File: config.mk
export PLATFORM = sky130hd
export DESIGN_NAME = ext_bus_ctrl
export DESIGN_NICKNAME = d
export VERILOG_FILES = /design/src/rtl/ebc_pkg.sv /design/src/rtl/ebc_area_dec.sv /design/src/rtl/ebc_cfg_regs.sv /design/src/rtl/ebc_gap_sel.sv /design/src/rtl/ext_bus_ctrl.sv
export SDC_FILE = /design/constraint.sdc
export NUM_CORES = 1
export LEC_CHECK = 0
export ABC_AREA = 1
export ABC_CLOCK_PERIOD_IN_PS = 8039
export BUFFER_PORTS_ARGS = -buffer_cell sky130_fd_sc_hd__buf_2
export CAP_MARGIN = 25
export CORE_MARGIN = 2
export CORE_UTILIZATION = 25
export DETAILED_ROUTE_END_ITERATION = 16
export GPL_TIMING_DRIVEN = 0
export HOLD_SLACK_MARGIN = 0.1
export PLACE_DENSITY = 0.5
export SYNTH_ARGS = -nofsm -noshare
export SYNTH_HDL_FRONTEND = slang
export SYNTH_SLANG_ARGS = --single-unit
File: constraint.sdc
create_clock -name clk -period 8.04 [get_ports clk]
set_input_delay 0.402 -clock clk [delete_from_list [all_inputs] [get_ports clk]]
set_output_delay 0.402 -clock clk [all_outputs]
set_load 0.01 [all_outputs]
File: src/rtl/ebc_pkg.sv
package ebc_pkg;
    localparam int DATA_W = 32;
    localparam int BE_W   = DATA_W / 8;
    localparam int CFG_W  = 10;

    typedef enum logic [1:0] {
        BW8  = 2'd0,
        BW16 = 2'd1,
        BW32 = 2'd2
    } bus_width_e;

    typedef enum logic [2:0] {
        S_IDLE,
        S_GAP,
        S_SETUP,
        S_STROBE,
        S_RESP
    } ebc_state_e;

    typedef struct packed {
        logic [2:0] wr_wait;
        logic [2:0] rd_wait;
        bus_width_e width;
    } area_cfg_t;

    typedef struct packed {
        logic [1:0] after_wr;
        logic [1:0] rr_other;
        logic [1:0] rr_same;
        logic [1:0] rw_other;
        logic [1:0] rw_same;
    } idle_cfg_t;
endpackage

File: src/rtl/ebc_area_dec.sv
module ebc_area_dec #(
    parameter int ADDR_W     = 32,
    parameter int AREA_SHIFT = 26,
    parameter int N_AREAS    = 5,
    parameter int IDX_W      = 3
) (
    input  logic [ADDR_W-1:0] addr,
    output logic              hit,
    output logic [IDX_W-1:0]  idx
);
    localparam int UPPER_W = ADDR_W - AREA_SHIFT;

    logic [UPPER_W-1:0] upper;

    always_comb begin
        upper = addr[ADDR_W-1:AREA_SHIFT];
        hit   = (upper < UPPER_W'(N_AREAS));
        idx   = upper[IDX_W-1:0];
    end
endmodule

File: src/rtl/ebc_cfg_regs.sv
module ebc_cfg_regs
    import ebc_pkg::*;
#(
    parameter int N_AREAS = 5,
    parameter int SEL_W   = 3
) (
    input  logic                          clk,
    input  logic                          rst_n,
    input  logic                          cfg_we,
    input  logic [SEL_W-1:0]              cfg_sel,
    input  logic [CFG_W-1:0]              cfg_wdata,
    output area_cfg_t [N_AREAS-1:0]       area_cfg,
    output idle_cfg_t                     idle_cfg
);
    function automatic bus_width_e decode_width(input logic [1:0] code, input logic wide_ok);
        if (code == 2'd0)      return BW8;
        else if (code == 2'd1) return BW16;
        else if (wide_ok)      return BW32;
        else                   return BW16;
    endfunction

    always_ff @(posedge clk or negedge rst_n) begin
        if (!rst_n) begin
            for (int i = 0; i < N_AREAS; i++) begin
                area_cfg[i] <= '{wr_wait: 3'd7, rd_wait: 3'd7, width: BW16};
            end
            idle_cfg <= '{after_wr: 2'd3, rr_other: 2'd3, rr_same: 2'd3,
                          rw_other: 2'd3, rw_same: 2'd3};
        end else if (cfg_we) begin
            for (int i = 0; i < N_AREAS; i++) begin
                if (cfg_sel == SEL_W'(i)) begin
                    area_cfg[i] <= '{wr_wait: cfg_wdata[7:5],
                                     rd_wait: cfg_wdata[4:2],
                                     width:   decode_width(cfg_wdata[1:0], i != 0)};
                end
            end
            if (cfg_sel == SEL_W'(N_AREAS)) begin
                idle_cfg <= idle_cfg_t'(cfg_wdata);
            end
        end
    end


    area0_narrow_chk: assert property (@(posedge clk) disable iff (!rst_n)
        area_cfg[0].width != BW32);
endmodule

File: src/rtl/ebc_gap_sel.sv
module ebc_gap_sel
    import ebc_pkg::*;
#(
    parameter int IDX_W = 3
) (
    input  logic             have_prev,
    input  logic             prev_we,
    input  logic [IDX_W-1:0] prev_idx,
    input  logic             cur_we,
    input  logic [IDX_W-1:0] cur_idx,
    input  idle_cfg_t        idle_cfg,
    output logic [1:0]       gap
);
    logic same;

    always_comb begin
        same = (prev_idx == cur_idx);
        if (!have_prev)   gap = 2'd0;
        else if (prev_we) gap = idle_cfg.after_wr;
        else if (cur_we)  gap = same ? idle_cfg.rw_same : idle_cfg.rw_other;
        else              gap = same ? idle_cfg.rr_same : idle_cfg.rr_other;
    end
endmodule

File: src/rtl/ext_bus_ctrl.sv
module ext_bus_ctrl
    import ebc_pkg::*;
#(
    parameter  int ADDR_W     = 32,
    parameter  int AREA_SHIFT = 26,
    parameter  int N_AREAS    = 5,
    localparam int SEL_W      = $clog2(N_AREAS + 1)
) (
    input  logic                  clk,
    input  logic                  rst_n,
    input  logic                  cfg_we,
    input  logic [SEL_W-1:0]      cfg_sel,
    input  logic [CFG_W-1:0]      cfg_wdata,
    input  logic                  req_valid,
    output logic                  req_ready,
    input  logic [ADDR_W-1:0]     req_addr,
    input  logic                  req_we,
    input  logic [DATA_W-1:0]     req_wdata,
    input  logic [BE_W-1:0]       req_be,
    output logic                  rsp_valid,
    output logic [DATA_W-1:0]     rsp_rdata,
    output logic                  rsp_err,
    output logic [N_AREAS-1:0]    ext_cs_n,
    output logic                  ext_rd_n,
    output logic                  ext_we_n,
    output logic [AREA_SHIFT-1:0] ext_addr,
    output logic [DATA_W-1:0]     ext_dout,
    output logic                  ext_doe,
    output logic [BE_W-1:0]       ext_be_n,
    input  logic [DATA_W-1:0]     ext_din
);
    localparam int IDX_W = SEL_W;

    area_cfg_t [N_AREAS-1:0] area_cfg;
    idle_cfg_t               idle_cfg;
    logic                    dec_hit;
    logic [IDX_W-1:0]        dec_idx;
    logic [1:0]              gap;

    ebc_state_e               state;
    logic [2:0]               cnt;
    logic [1:0]               beat;
    logic [AREA_SHIFT-1:2]    r_off;
    logic                     r_we, r_hit;
    logic [IDX_W-1:0]         r_idx;
    logic [DATA_W-1:0]        r_wdata, rdbuf;
    logic [BE_W-1:0]          r_be;
    logic                     have_prev, prev_we;
    logic [IDX_W-1:0]         prev_idx;
    area_cfg_t                cur;
    logic [1:0]               last_beat;
    logic                     active;
    logic                     unused_lsb;

    assign unused_lsb = ^req_addr[1:0];

    ebc_cfg_regs #(.N_AREAS(N_AREAS), .SEL_W(SEL_W)) u_cfg (
        .clk, .rst_n, .cfg_we, .cfg_sel, .cfg_wdata,
        .area_cfg(area_cfg), .idle_cfg(idle_cfg)
    );

    ebc_area_dec #(.ADDR_W(ADDR_W), .AREA_SHIFT(AREA_SHIFT),
                   .N_AREAS(N_AREAS), .IDX_W(IDX_W)) u_dec (
        .addr(req_addr), .hit(dec_hit), .idx(dec_idx)
    );

    ebc_gap_sel #(.IDX_W(IDX_W)) u_gap (
        .have_prev, .prev_we, .prev_idx,
        .cur_we(req_we), .cur_idx(dec_idx), .idle_cfg, .gap
    );

    always_comb begin
        cur = area_cfg[r_hit ? r_idx : '0];
        unique case (cur.width)
            BW8:     last_beat = 2'd3;
            BW16:    last_beat = 2'd1;
            default: last_beat = 2'd0;
        endcase
    end

    // State register and access datapath
    always_ff @(posedge clk or negedge rst_n) begin
        if (!rst_n) begin
            state     <= S_IDLE;
            cnt       <= '0;
            beat      <= '0;
            r_off     <= '0;
            r_we      <= 1'b0;
            r_hit     <= 1'b0;
            r_idx     <= '0;
            r_wdata   <= '0;
            r_be      <= '0;
            rdbuf     <= '0;
            have_prev <= 1'b0;
            prev_we   <= 1'b0;
            prev_idx  <= '0;
        end else begin
            unique case (state)
                S_IDLE: if (req_valid) begin
                    r_off   <= req_addr[AREA_SHIFT-1:2];
                    r_we    <= req_we;
                    r_hit   <= dec_hit;
                    r_idx   <= dec_idx;
                    r_wdata <= req_wdata;
                    r_be    <= req_be;
                    rdbuf   <= '0;
                    beat    <= '0;
                    if (!dec_hit) begin
                        state <= S_RESP;
                    end else if (gap != 2'd0) begin
                        state <= S_GAP;
                        cnt   <= {1'b0, gap - 2'd1};
                    end else begin
                        state <= S_SETUP;
                    end
                end
                S_GAP: begin
                    if (cnt == '0) state <= S_SETUP;
                    else           cnt   <= cnt - 3'd1;
                end
                S_SETUP: begin
                    state <= S_STROBE;
                    cnt   <= r_we ? cur.wr_wait : cur.rd_wait;
                end
                S_STROBE: begin
                    if (cnt == '0) begin
                        if (!r_we) begin
                            unique case (cur.width)
                                BW8:     rdbuf[{beat, 3'b000} +: 8]   <= ext_din[7:0];
                                BW16:    rdbuf[{beat[0], 4'b0000} +: 16] <= ext_din[15:0];
                                default: rdbuf <= ext_din;
                            endcase
                        end
                        if (beat == last_beat) begin
                            state <= S_RESP;
                        end else begin
                            beat  <= beat + 2'd1;
                            state <= S_SETUP;
                        end
                    end else begin
                        cnt <= cnt - 3'd1;
                    end
                end
                S_RESP: begin
                    state <= S_IDLE;
                    if (r_hit) begin
                        have_prev <= 1'b1;
                        prev_we   <= r_we;
                        prev_idx  <= r_idx;
                    end
                end
                default: state <= S_IDLE;
            endcase
        end
    end

    assign active = (state == S_SETUP) || (state == S_STROBE);

    for (genvar g = 0; g < N_AREAS; g++) begin : g_cs
        assign ext_cs_n[g] = !(active && (r_idx == IDX_W'(g)));
    end

    // Output decode
    always_comb begin
        req_ready = (state == S_IDLE);
        rsp_valid = (state == S_RESP);
        rsp_err   = !r_hit;
        rsp_rdata = (r_hit && !r_we) ? rdbuf : '0;
        ext_rd_n  = !((state == S_STROBE) && !r_we);
        ext_we_n  = !((state == S_STROBE) && r_we);
        ext_doe   = active && r_we;
        unique case (cur.width)
            BW8: begin
                ext_addr = {r_off, beat};
                ext_dout = {24'd0, r_wdata[{beat, 3'b000} +: 8]};
                ext_be_n = {3'b111, ~r_be[beat]};
            end
            BW16: begin
                ext_addr = {r_off, beat[0], 1'b0};
                ext_dout = {16'd0, r_wdata[{beat[0], 4'b0000} +: 16]};
                ext_be_n = {2'b11, ~r_be[{beat[0], 1'b0} +: 2]};
            end
            default: begin
                ext_addr = {r_off, 2'b00};
                ext_dout = r_wdata;
                ext_be_n = ~r_be;
            end
        endcase
    end


    cs_onehot_chk: assert property (@(posedge clk) disable iff (!rst_n)
        $onehot0(~ext_cs_n));

    strobe_needs_cs_chk: assert property (@(posedge clk) disable iff (!rst_n)
        (!ext_rd_n || !ext_we_n) |-> (ext_cs_n != '1));

    strobe_excl_chk: assert property (@(posedge clk) disable iff (!rst_n)
        !(!ext_rd_n && !ext_we_n));

    rd_setup_chk: assert property (@(posedge clk) disable iff (!rst_n)
        $fell(ext_rd_n) |-> ($past(ext_cs_n) != '1));

    wr_setup_chk: assert property (@(posedge clk) disable iff (!rst_n)
        $fell(ext_we_n) |-> ($past(ext_cs_n) != '1));

    rsp_pulse_chk: assert property (@(posedge clk) disable iff (!rst_n)
        rsp_valid |=> !rsp_valid);

    err_zero_chk: assert property (@(posedge clk) disable iff (!rst_n)
        (rsp_valid && rsp_err) |-> (rsp_rdata == '0));
endmodule

==> results of run 1 <==
-- final timing paths --
| kind | end | slack (ns) | cells after the start |
|---|---|---|---|
| setup / recovery | rdbuf[11] | 4.56 | 13 |
| hold / removal | r_off[18] | 0.14 | 3 |
| setup reg to reg | rdbuf[11] | 4.56 | 13 |
| hold reg to reg | r_off[24] | 0.47 | 2 |
| max in group asynchronous | r_off[24] | 6.64 | 3 |
| min in group asynchronous | rdbuf[10] | 0.49 | 2 |
-- where the power goes --
group          internal, uW  switching, uW  leakage (uW)
clock network           448            376      0.000280
registers              1110            200       0.00194
logic                   718           1450       0.00362
total                  2280           2020       0.00583
-- layer usage --
metal  share of wire  track usage  vias to the layer above  wire length [um]
met5         0.00037            0                        -                13
met4           0.020       0.0519                        2               698
met3           0.084       0.0536                       41              2920
met2            0.43        0.280                      378             15100
met1            0.46        0.248                     4461             16100
li1                -            -                     4659                 -
-- cells in the final DEF, fill, tap and decap left out, drive strengths merged --
cell and n:
nor3 5, o32ai 1, inv 129, bufinv 1
nand4 5, a22oi 14, clkbuf 61, or2 8
xnor2 1, clkinv 6, nand3 76, o21a 1
dfstp 45, ha 9, a21oi 38, o22ai 17
mux2 2, o21ai 157, dlygate4sd3 1, dfrtp 114
nand2 488, o211ai 15, nor2 120, o31ai 3
buf 246
-- critical path, cell delays in order (launching register included) --
cell	delay [ns]
dfrtp_1	0.41
clkbuf_1	0.21
inv_1	0.24
clkbuf_1	0.47
clkbuf_1	0.55
ha_1	0.29
inv_1	0.07
nor2_1	0.34
inv_1	0.18
nor2_1	0.30
a22oi_1	0.11
nand2_1	0.09
nand3_1	0.06
o21ai_1	0.09
-- sequential cells by signal, summed over array words and instances (netlist names) --
register        count
r_wdata            32
cnt                 3
rdbuf              32
u_cfg.idle_cfg     10
prev_idx            3
u_cfg.area_cfg     39
r_idx               3
have_prev           1
beat                2
r_we                1
r_off              24
r_hit               1
state               3
r_be                4
prev_we             1
-- layout make-up --
class                      instances  area, sq um
fill                            4028        25000
multi-input combinational        960         4390
sequential                       159         4040
timing repair buffer             223         1160
tap                              468          586
inverter                         126          473
clock buffer                      22          464
buffer                            63          329
clock inverter                    10          103
-- cells by family (layout without fill, tap and decap cells) --
logic type               count (synthesis)  after routing  synth area share
buffers and inverters                  189            444            0.0869
flip-flops                             159            159             0.437
AND/OR/NAND/NOR                        702            702             0.312
multiplexers                             2              2           0.00244
AO/OA/AOI/OAI                          246            246             0.148
XOR/XNOR                                 1              1          0.000949
adder cells (fa/ha/maj)                  9              9            0.0122
-- through the flow --
| stage | setup slack [ns] | power, uW | hold slack (ns) |
|---|---|---|---|
| 2_1_floorplan | 5.53 | 2680 | 0.106 |
| 4_1_cts | 4.42 | 4320 | 0.119 |
| 6_report | 4.56 | 4300 | 0.142 |
| 5_1_grt | 4.30 | 4660 | 0.129 |
| 3_3_place_gp | 3.73 | 3460 | 0.451 |
| 3_5_place_dp | 4.45 | 3480 | 0.406 |
-- timing repair --
item	4_1_cts	5_1_grt
hold buffers	1	0
endpoints found under the setup margin	0	0
hold endpoints to repair	62	0
==> flow_results.org, run 1 <==
** Placement
- Total instance count after detailed placement :: 1,997
- Once placement finished, the instance area stood at 11,000 sq um.
- Number of input and output port buffers inserted :: 220
- GP Congestion :: 0.906
- The HPWL after detailed placement is 26,100 um.

** Setup path
- Data required time at the worst endpoint :: 8.42 ns
- Worst setup path category :: flop to flop
- Start point of the critical path :: beat[0]
- STA puts the critical path data arrival time at 3.86 ns.
- STA classifies the critical path startpoint as a flop.
- The worst register-to-register path begins at beat[0].
- Kind of capture point of the worst setup path :: flop
- CP Max Fanout :: 12

** Route
- WL/cell :: 17.1 um
- Wires add up to 34,800 um.
- After detailed routing, the number of remaining DRC violations is 0.
- Avg Vias per Cell :: 4.70
- Iteration-0 DRC count of the detailed router :: 720
- The first detailed-routing pass took 5 iterations.
- Detailed routing inserted a total of 9,541 vias.
- Count of nets left with antenna violations after detail routing :: 0

** GRT
- Pin count of the biggest net entering global routing :: 98
- For this run, the total global-route usage over all layers was measured as 0.182.
- The number of global-route vias before repair came to 9,136.
- Summed over all layers, the global routing overflow is 0.
- The initial antenna violation count was 1.
- Global-route wire length before repair :: 53,400 um

** Run status
- The run finished with clean final reports.

** Power
- Power Density :: 373 nW/um^2
- For this design the static power due to leakage is 0.00583 uW.
- Worst VDD drop :: 0.000215 V

** Timing
- Fin crit period :: 3.48 ns
- The count of final max-slew check failures was 0.
- Worst rel slew slack :: 0.533
- For the final routed database, the setup TNS stands at 0 ns.
- Final setup violating endpoints :: 0
- Number of hold-slack violations in the final timing report :: 0
- Worst clock skew :: 0.0157 ns
- Final period util :: 0.433
- Derived from the worst setup path, the maximum achievable clock frequency is 287 MHz.
- Setup repair after global routing missed its margin :: no
- At the pin with the least slew margin, the transition time is 0.701 ns.

** Final layout
- Post-Route Utilization :: 0.316
- Number of nets in the final layout :: 1,677
- The number of antenna diodes in the final layout is 0.
- Once layout is done, the placed cells without fillers occupy 11,500 sq um.
- Area growth from synthesis to layout :: 25.0%
- Share of final-layout standard cells stronger than drive strength 1 :: 0.229
- After the flow finishes, the layout carries non-filler instances totaling 2,031.

** Clock network
- Clock root buffer :: clkbuf_16
- Clk sinks :: 159
- CTS clock-pin slew for the worst setup and hold paths :: 0.08 ns
- Buffer levels on the longest clock path :: 2
- Clk Latency, worst-skew pair :: 0.46 ns
- Number of CTS-inserted buffers :: 17
- CTS built an H-tree with a depth of 4.
- TritonCTS built the clock tree.
- Resized Gates After CTS :: 0
- # Post-CTS Setup Buffers :: 0

** Die
- For this configuration, the core starts out at a cell density of 0.253.
- The die covers 38,500 sq um.
- 223 I/O pins were placed.
- From left edge to right edge, the die measures 196 um.
- Number of core rows :: 70
- The floorplan step set the die height to 196 um.
- Core Box Area :: 36,500 sq um

** Min path
- Hold Startpoint :: req_addr[18]
- The tightest min-delay check is of the input port to flop type.

** Synthesis
- By area the synthesized netlist is led by dfrtp_1 (31%), nand2_1 (20%), dfstp_2 (13%).
- Synth Flop Type :: dfrtp_1
- Most area-hungry cell type in the Yosys netlist :: dfrtp_1
- By instance count, the leading cell after synthesis is nand2_1.
- Yosys printed 0 warnings.
- After synthesis, the mean cell area works out to 7.06 sq um.
- Mapped Area :: 9230 sq um
- Gate count after technology mapping :: 1,308
- The number of nets in the synthesized netlist is 1,435.
- Count of flip-flops with a built-in enable after synthesis :: 0
- Synth Register Bits :: 159
- After synthesis, the netlist uses 38 different library cells.
- Area fraction of the dominant cell type after synthesis :: 0.309
- In the synthesized netlist the async set-or-reset flop fraction comes to 1.00.
- Register area share after synthesis :: 0.437
- Ranking of synthesized cells by instance count :: nand2_1 (480), o21ai_0 (145), inv_1 (117), nor2_1 (115), dfrtp_1 (114)

** Run
- Number of max-cap violations :: 0
(Power assumes the default switching activity.)
==> inputs of run 2 (changes only) <==
- ABC_CLOCK_PERIOD_IN_PS: 8039 -> 3500
- clock period: 8.04 -> 3.5 ns (I/O delays scaled with it)
==> flow_results.org, run 2 (synthesized netlist as in run 1, its figures left out) <==
** Run status
- Outcome :: finished, final reports clean

** Setup path
- Start point of the critical path :: beat[0]
- Startpoint kind of the worst setup timing path :: flop
- Worst R2R End :: rdbuf[11]
- Along the worst path, the maximum fanout reaches 12.
- Critical path capture point :: rdbuf[11]
- For flop-to-flop paths, the worst setup slack is 0.30 ns.
- Kind of capture point of the worst setup path :: flop
- At the worst endpoint, the required time is 3.87 ns.
- The critical path is of the flop to flop type.
- The worst register-to-register path begins at beat[0].
- Data arrival, critical path :: 3.57 ns
- FF-to-FF path depth :: 13

** Final layout
- Leaving out fill and tap cells, the most frequent cell in the layout is nand2_1.
- The register with the most flip-flops in the layout has 39 of them.
- Leaving out fill and tap cells, the most frequent cells in the layout are nand2_1 (480), buf_2 (230), o21ai_0 (145).
- Share of final-layout standard cells stronger than drive strength 1 :: 0.219
- The largest registers in the layout are u_cfg.area_cfg: 39 flops, r_wdata: 32 flops, rdbuf: 32 flops.
- From synthesis to final layout, the design area changed by 34.6%.
- Antenna cells :: 0
- Summing all non-filler instances in the final layout gives an area of 12,400 sq um.
- Number of nets in the final layout :: 1,764
- Reg with most FFs :: u_cfg.area_cfg

** Timing
- Hold timing on the final database bottoms out at a slack of 0.129 ns.
- The count of final max-slew check failures is 0.
- Headroom to the max-slew limit came out at 0.558.
- For the pin with the worst max-slew slack, the measured transition is 0.663 ns.
- Setup violations remaining at the end of the flow were counted as 0.
- Dividing the final minimum period by the clock period gives 0.914.
- Setup slack closes at 0.302 ns.
- The final-report hold violation count came to 0.
- Fmax :: 313 MHz
- Setup repair after global routing missed its margin :: no
- Worst clock skew :: 0.0160 ns
- Setup TNS after final layout :: 0 ns
- The worst path needs 3.20 ns of the cycle, external delays included.

** Power
- For this design the ratio of total power to cell area is 802 nW/um^2.
- Fraction of power consumed by sequential logic :: 0.303
- Proportion of total power due to net switching :: 0.469
- Switching pwr :: 4680 uW
- Worst VDD drop :: 0.000492 V
- In this run the static leakage power is 0.00620 uW.
- Internal Pwr Total :: 5290 uW
- The share of total power dissipated in the clock network is 0.190.
- Summing internal, switching and leakage power gives 9970 uW.
- Logic gate share of total power :: 0.507

** Clock network
- # Post-CTS Setup Buffers :: 0
- In this run the deepest clock path goes through 2 buffers.
- CTS clock-pin slew for the worst setup and hold paths :: 0.08 ns
- Clk Latency, worst-skew pair :: 0.46 ns
- Clock root buffer :: clkbuf_16
- TritonCTS built the clock tree.
- # H-tree levels :: 4
- Clock tree synthesis found a total of 159 sinks.
- Clock tree synthesis inserted a total of 17 buffers.

** GRT
- Entering global routing, the biggest net connects 98 pins.
- For this run, the total global-route usage over all layers was measured as 0.187.
- Initial antenna violation count :: 0
- The number of global-route vias before repair was 9,648.
- The first global-routing pass estimated 55,200 um of wire.
- Overflow left after global routing :: 0

** Placement
- Number of input and output port buffers inserted :: 220
- Timing analysis after detailed placement gives a worst setup slack of -0.0920 ns.
- GP Congestion :: 0.906
- The HPWL after detailed placement is 26,100 um.
- After detailed placement, the total cell area comes to 11,000 sq um.

** Run
- Number of max-cap violations :: 0

** Route
- For this block, the routed nets add up to 35,700 um of wire.
- WL/cell :: 16.9 um
- The pre-antenna-repair detailed-routing pass consisted of 5 iterations.
- Via count :: 9,842
- Using the TritonRoute via totals, the vias-per-cell ratio works out to 4.65.
- Count of nets left with antenna violations after detail routing :: 0
- In this run, the number of DRC markers left after iteration 0 of detailed routing was 699.
- DRC violation count after routing :: 0

** Die
- Overall die height :: 196 um
- After floorplanning, the core was divided into 70 placement rows.
- Die area :: 38,500 sq um
- For this configuration, the core starts out at a cell density of 0.253.
- The floorplan step set the die width to 196 um.
- The core region is 36,500 sq um.
- For this design the top-level I/O count stands at 223.

** Min path
- Hold/Removal Path Class :: input port to flop
-- run 2: timing repair --
action / 4_1_cts / 5_1_grt
resized for setup: 1 / 5
endpoints found under the hold margin: 165 / 0
pin swaps: 0 / 0
endpoints found under the setup margin: 8 / 24
hold buffers: 89 / 0
-- run 2: cell type report --
class | instances | area, sq um
plain buffers | 63 | 332
clock buffers | 22 | 464
clock inverters | 10 | 103
fillers | 3944 | 24100
inverters | 126 | 473
multi-input cells | 960 | 4400
flip-flops and latches | 159 | 4040
well taps | 468 | 586
repair buffers | 310 | 2030
-- run 2: power by group through the flow --
stage / registers [uW] / clock network (uW) / logic [uW]
CTS: 3010 / 1940 / 5060
finish: 3020 / 1890 / 5060
detailed placement: 3030 / 0 / 4960
global placement: 3030 / 0 / 4910
global route: 3100 / 2020 / 5670
floorplan: 2960 / 0 / 3200
-- run 2: metrics by stage --
| step | utilization | instances |
|---|---|---|
| floorplan | - | 1308 |
| global placement | 0.299 | 1996 |
| detailed placement | 0.300 | 1997 |
| CTS | 0.340 | 2118 |
| global route | 0.340 | 2118 |
| finish | 0.340 | 2118 |
-- run 2: per-layer routing --
| layer | vias up | wire, um | part of all wire | track usage |
|---|---|---|---|---|
| li1 | 4833 | - | - | - |
| met2 | 387 | 15900 | 0.45 | 0.298 |
| met4 | 0 | 646 | 0.018 | 0.0516 |
| met3 | 35 | 2660 | 0.075 | 0.0481 |
| met5 | - | 0 | 0 | 0 |
| met1 | 4587 | 16500 | 0.46 | 0.252 |
-- run 2: worst min path at each step --
stage,cells past startpoint,end,start,slack [ns]
finish,3,u_cfg.area_cfg[14],cfg_wdata[6],0.13
global route,3,u_cfg.area_cfg[3],cfg_wdata[3],0.14
CTS,5,rdbuf[9],ext_din[9],0.11
detailed placement,1,rdbuf[13],rst_n,0.18
global placement,3,r_off[25],req_addr[25],0.38
floorplan,0,beat[0],rst_n,-0.12
-- run 2: critical path, stage by stage, from the launching register on --
cell and delay (ns):
dfrtp_1 0.38, clkbuf_1 0.33, inv_1 0.22, clkbuf_1 0.31, clkbuf_2 0.32, ha_1 0.40
inv_1 0.09, nor2_2 0.24, inv_1 0.15, nor2_1 0.28, a22oi_1 0.11, nand2_1 0.08
nand3_1 0.07, o21ai_1 0.10
